File: config.mk
export PLATFORM = sky130hd
export DESIGN_NAME = dbs_splitter
export DESIGN_NICKNAME = d
export VERILOG_FILES = /design/src/rtl/dbs_pkg.sv /design/src/rtl/dbs_size_sampler.sv /design/src/rtl/dbs_wr_steer.sv /design/src/rtl/dbs_rd_gather.sv /design/src/rtl/dbs_splitter.sv
export SDC_FILE = /design/constraint.sdc
export NUM_CORES = 1
export LEC_CHECK = 0
export ABC_AREA = 1
export BUFFER_PORTS_ARGS = -buffer_cell sky130_fd_sc_hd__buf_2
export CORE_UTILIZATION = 48
export DETAILED_ROUTE_END_ITERATION = 6
export PLACE_DENSITY = 0.8
export SKIP_CTS_REPAIR_TIMING = 1
export SYNTH_ARGS = -nofsm -noshare
export SYNTH_HDL_FRONTEND = slang
export SYNTH_SLANG_ARGS = --single-unit
File: constraint.sdc
create_clock -name clk -period 4.45 [get_ports clk]
set_clock_uncertainty 0.2 [all_clocks]
set_input_delay 0.2225 -clock clk [delete_from_list [all_inputs] [get_ports clk]]
set_output_delay 0.2225 -clock clk [all_outputs]
set_load 0.1 [all_outputs]
File: src/rtl/dbs_pkg.sv
package dbs_pkg;

  localparam int NLANE  = 4;
  localparam int LANE_W = 8;
  localparam int IDX_W  = $clog2(NLANE);

  typedef enum logic [1:0] {
    BW32 = 2'd0,
    BW16 = 2'd1,
    BW8  = 2'd2
  } bw_e;

  // index of the lowest set bit; 0 when the mask is empty
  function automatic logic [IDX_W-1:0] low_idx(input logic [NLANE-1:0] m);
    logic [IDX_W-1:0] r;
    r = '0;
    for (int i = NLANE - 1; i >= 0; i--) begin
      if (m[i]) r = IDX_W'(i);
    end
    return r;
  endfunction

  // lanes a transfer of width w can carry, given the lowest pending byte
  function automatic logic [NLANE-1:0] lane_window(input bw_e w, input logic [IDX_W-1:0] lo);
    logic [NLANE-1:0] r;
    case (w)
      BW32:    r = '1;
      BW16:    r = lo[1] ? 4'b1100 : 4'b0011;
      default: r = 4'b0001 << lo;
    endcase
    return r;
  endfunction

endpackage

File: src/rtl/dbs_size_sampler.sv
module dbs_size_sampler
  import dbs_pkg::*;
(
  input  logic clk,
  input  logic rst_n,
  input  logic bs16_n,
  input  logic bs8_n,
  output bw_e  width
);

  logic [1:0] pins_q;
  logic [1:0] pins_d;

  always_comb begin
    pins_d = {bs16_n, bs8_n};
  end

  always_ff @(posedge clk or negedge rst_n) begin
    if (!rst_n) pins_q <= 2'b11;
    else        pins_q <= pins_d;
  end

  // 8-bit request has priority over 16-bit
  always_comb begin
    if (!pins_q[0])      width = BW8;
    else if (!pins_q[1]) width = BW16;
    else                 width = BW32;
  end

endmodule

File: src/rtl/dbs_wr_steer.sv
module dbs_wr_steer
  import dbs_pkg::*;
(
  input  logic [NLANE*LANE_W-1:0] wd_in,
  input  logic [IDX_W-1:0]        lo,
  output logic [NLANE*LANE_W-1:0] wd_out
);

  always_comb begin
    wd_out = wd_in;
    // lowest pending byte always reaches D7:0
    wd_out[0 +: LANE_W]      = wd_in[lo*LANE_W +: LANE_W];
    // odd byte of the active half reaches D15:8
    wd_out[LANE_W +: LANE_W] = lo[1] ? wd_in[3*LANE_W +: LANE_W]
                                     : wd_in[LANE_W +: LANE_W];
  end

endmodule

File: src/rtl/dbs_rd_gather.sv
module dbs_rd_gather
  import dbs_pkg::*;
(
  input  logic                    clk,
  input  logic                    rst_n,
  input  logic                    clr,
  input  logic                    cap_en,
  input  logic [NLANE-1:0]        cap_mask,
  input  bw_e                     width,
  input  logic [NLANE*LANE_W-1:0] rd_bus,
  output logic [NLANE*LANE_W-1:0] hold
);

  for (genvar g = 0; g < NLANE; g++) begin : g_lane
    localparam int ODD = g % 2;
    logic [LANE_W-1:0] pick;
    logic [LANE_W-1:0] byte_d;
    logic [LANE_W-1:0] byte_q;

    always_comb begin
      case (width)
        BW32:    pick = rd_bus[g*LANE_W +: LANE_W];
        BW16:    pick = rd_bus[ODD*LANE_W +: LANE_W];
        default: pick = rd_bus[0 +: LANE_W];
      endcase
    end

    always_comb begin
      byte_d = byte_q;
      if (clr)                        byte_d = '0;
      else if (cap_en && cap_mask[g]) byte_d = pick;
    end

    always_ff @(posedge clk or negedge rst_n) begin
      if (!rst_n) byte_q <= '0;
      else        byte_q <= byte_d;
    end

    assign hold[g*LANE_W +: LANE_W] = byte_q;
  end

endmodule

File: src/rtl/dbs_splitter.sv
module dbs_splitter
  import dbs_pkg::*;
#(
  parameter int ADDR_W = 30
) (
  input  logic              clk,
  input  logic              rst_n,
  input  logic              req_start,
  input  logic [ADDR_W-1:0] req_addr,
  input  logic [3:0]        req_be_n,
  input  logic              req_write,
  input  logic [31:0]       req_wdata,
  output logic              core_done,
  output logic [31:0]       core_rdata,
  output logic              bus_cyc,
  output logic              bus_start,
  output logic [ADDR_W-1:0] bus_addr,
  output logic [3:0]        bus_be_n,
  output logic              bus_write,
  output logic [31:0]       bus_wdata,
  input  logic [31:0]       bus_rdata,
  input  logic              bus_rdy_n,
  input  logic              bus_bs16_n,
  input  logic              bus_bs8_n
);

  localparam int DATA_W = NLANE * LANE_W;

  // reset: asynchronous assert, synchronous release
  logic [1:0] rst_pipe_q;
  logic       rst_int_n;

  always_ff @(posedge clk or negedge rst_n) begin
    if (!rst_n) rst_pipe_q <= 2'b00;
    else        rst_pipe_q <= {rst_pipe_q[0], 1'b1};
  end
  assign rst_int_n = rst_pipe_q[1];

  // request state
  logic [NLANE-1:0]  rem_q, rem_d;
  logic              start_q, start_d;
  logic              done_q, done_d;
  logic [ADDR_W-1:0] addr_q;
  logic              wr_q;
  logic [DATA_W-1:0] wdata_q;

  bw_e              width_cur;
  logic             busy;
  logic             load;
  logic             xfer_done;
  logic [IDX_W-1:0] lo;
  logic [NLANE-1:0] acc;
  logic [NLANE-1:0] rem_after;
  logic [NLANE-1:0] req_en;

  dbs_size_sampler u_size (
    .clk    (clk),
    .rst_n  (rst_int_n),
    .bs16_n (bus_bs16_n),
    .bs8_n  (bus_bs8_n),
    .width  (width_cur)
  );

  always_comb begin
    req_en    = ~req_be_n;
    busy      = |rem_q;
    load      = req_start && !busy;
    xfer_done = busy && !bus_rdy_n;
    lo        = low_idx(rem_q);
    acc       = rem_q & lane_window(width_cur, lo);
    rem_after = rem_q & ~acc;
  end

  // next state
  always_comb begin
    rem_d   = rem_q;
    start_d = 1'b0;
    done_d  = 1'b0;
    if (load) begin
      rem_d   = req_en;
      start_d = |req_en;
      done_d  = ~|req_en;
    end else if (xfer_done) begin
      rem_d   = rem_after;
      start_d = |rem_after;
      done_d  = ~|rem_after;
    end
  end

  always_ff @(posedge clk or negedge rst_int_n) begin
    if (!rst_int_n) begin
      rem_q   <= '0;
      start_q <= 1'b0;
      done_q  <= 1'b0;
    end else begin
      rem_q   <= rem_d;
      start_q <= start_d;
      done_q  <= done_d;
    end
  end

  // request fields, clock enable on load
  always_ff @(posedge clk or negedge rst_int_n) begin
    if (!rst_int_n) begin
      addr_q  <= '0;
      wr_q    <= 1'b0;
      wdata_q <= '0;
    end else if (load) begin
      addr_q  <= req_addr;
      wr_q    <= req_write;
      wdata_q <= req_wdata;
    end
  end

  dbs_wr_steer u_steer (
    .wd_in  (wdata_q),
    .lo     (lo),
    .wd_out (bus_wdata)
  );

  dbs_rd_gather u_gather (
    .clk      (clk),
    .rst_n    (rst_int_n),
    .clr      (load),
    .cap_en   (xfer_done && !wr_q),
    .cap_mask (acc),
    .width    (width_cur),
    .rd_bus   (bus_rdata),
    .hold     (core_rdata)
  );

  assign bus_cyc   = busy;
  assign bus_start = start_q;
  assign bus_be_n  = ~rem_q;
  assign bus_addr  = addr_q;
  assign bus_write = wr_q;
  assign core_done = done_q;

endmodule

==> summary.txt <==
worst-path fanout max -> 18
drt first pass iters -> 4
CTS Buf Count -> 9
critical path, cell by cell -> inv_2, nand2_2, nand2_4, nand3_1, inv_1, nand2_1, o2111ai_1, buf_2
gpl congestion -> 0.921
endpoints failing hold -> 4
RSZ-0062 raised after global routing -> no
Hold Slack -> -0.0260 ns
number of global-route vias before repair -> 4301
hold depth -> 5
fraction of the yosys area taken by sequential cells -> 52.4%
GRT Total Usage -> 25.5%
IO Count -> 207
Setup-failing EPs final -> 0
antenna-violating nets left -> 0
HP Class -> in2reg
flops & latches, synth -> 105
outcome -> complete, but fails checks
min Tclk post-route -> 3.04 ns
Worst slew margin -> 50.7%
period utilization -> 68.2%
core area -> 9950 um2
diodes inserted -> 0
synth unique cells -> 30
max_cap viols -> 0
Port Buffers -> 206
Mapped Cells -> 485
max-slew violation count -> 0
hold path endpoint -> u_gather.g_lane[2].byte_q[5]
CTS clk-pin slew, worst paths -> 0.11 ns
CTS root buffer -> clkbuf_8
insertion delay to the later sink of the worst-skew pair -> 0.39 ns
first-pass GRT wire length -> 21700 um
Fmax achieved -> 329 MHz
RR Startpoint -> rem_q[1]
leading cell type in the layout, fill and taps excluded -> buf_2
height of the die -> 104 um
Via density -> 5.33
die area -> 10900 um2
yosys warns -> 0
routed wire length per instance -> 17.4 um
synthesized cell area -> 5020 um2
Rows -> 36
CP arrival -> 2.61 ns
DPL Wire Length -> 10100 um
Setup crit end kind -> primary output
worst-margin pin slew -> 0.740 ns
Avg Synthesized Cell Area -> 10.4 um2
Primary FF master, synth -> dfrtp_1
Vias -> 4724
Setup TNS -> 0 ns
grt total ovfl -> 0
reg2reg path depth -> 4
clock sinks -> 105
number of flops mapped to enable cells by yosys -> 0
DRC -> 0
FFs w/ async S/R, synth -> 100%
Data required, critical path -> 4.03 ns
clk buf depth -> 2
number of H-tree levels -> 3
RR Endpoint -> bus_addr[9]
CP max stage cell -> dfrtp_1
Crit Path Class -> reg2out
Mapped Nets -> 590
Worst setup SP type -> flop
most frequent cells in the layout -> buf_2, dfrtp_1, nand2_1
Die W -> 104 um
antenna violations before repair -> 0
CTS tree -> yes
initial DRC count -> 263
Worst R2R Setup Slack -> 1.87 ns
Starting Density -> 50.5%
HP Start -> bus_rdata[21]
Final nets -> 854
Area Growth Syn to Fin -> 39.6%
Final Util -> 70.4%
largest net degree at the start of global routing -> 68
failing checks -> hold timing
fraction of layout cells with a size suffix above 1 -> 39.7%
Slowest Stage Delay on Critical Path -> 0.56 ns
Post-Route WL -> 15400 um
[Yosys cell counts (5+ instances only)]
cell type / number / area share (%)
mux2_2: 21 / 4.7
nor2_1: 10 / 0.75
o211ai_1: 8 / 1.2
nand2_1: 95 / 7.1
nand3_1: 70 / 7.0
mux2_4: 33 / 9.9
buf_6: 5 / 1.1
inv_1: 29 / 2.2
dfrtp_1: 103 / 51
nand2_2: 6 / 0.75
buf_4: 17 / 2.5
clkbuf_1: 6 / 0.45
nand4_1: 5 / 0.62
o21ai_0: 32 / 3.2
a21oi_1: 9 / 0.90
o2111ai_1: 8 / 1.4
buf_2: 5 / 0.50
[layer usage]
metal / share of wire [%] / GRT usage, % / up-vias
met5: 0 / 0 / -
met4: 3.7 / 9.80 / 0
met3: 6.0 / 5.76 / 54
met2: 51 / 43.7 / 222
met1: 39 / 31.3 / 2288
li1: - / - / 2160
[worst max-delay path, delay by kind of cell, from the launching register on]
kind / cells / cell delay, ns
buffers and inverters: 3 / 0.97
flip-flops: 1 / 0.56
AND/OR/NAND/NOR: 4 / 0.56
AO/OA/AOI/OAI: 1 / 0.13
[per-stage QoR]
step	instance area, um2	setup WS [ns]	cells
after global routing	7010	1.25	886
after detailed placement	6010	1.91	789
after global placement	6010	2.03	789
final	7010	1.41	886
after CTS	6190	1.46	804
after floorplan	5020	0.526	485
[sequential cells by signal (all words and copies together) (netlist names)]
| register | flops |
|---|---|
| u_gather.g_lane.byte_q | 32 |
| core_done | 1 |
| bus_addr | 30 |
| rst_pipe_q | 2 |
| u_size.pins_q | 2 |
| rem_q | 4 |
| bus_start | 1 |
| wdata_q | 32 |
| bus_write | 1 |
[cell type report]
cell class                 instances  area, um2
sequential                       105       2630
timing repair buffer             290       1880
fill                             770       2950
multi-input combinational        313       2040
clock inverter                     5       38.8
clock buffer                      10        138
tap                              133        166
inverter                          30        113
[how the worst max path moves through the flow]
stage              from            end  slack (ns)  cells past startpoint
2_1_floorplan  rem_q[3]  bus_wdata[10]        0.53                      5
3_3_place_gp   rem_q[1]    wdata_q[21]        2.03                      4
3_5_place_dp   rem_q[2]   bus_wdata[0]        1.91                      8
4_1_cts        rem_q[2]   bus_wdata[0]        1.46                      8
5_1_grt        rem_q[2]   bus_wdata[1]        1.25                      8
6_report       rem_q[2]   bus_wdata[1]        1.41                      8
[cell families after synthesis]
| group | Yosys count | synth area share (%) |
|---|---|---|
| muxes | 54 | 14.6 |
| and+or+nand+nor | 197 | 18.4 |
| buffers and inverters | 67 | 7.15 |
| DFF | 105 | 52.4 |
| other | 1 | 0.0747 |
| AOI/OAI and AO/OA | 61 | 7.47 |
Power is not shown: default switching activity piles up to over one toggle a cycle in this logic, so the estimate is an artifact.
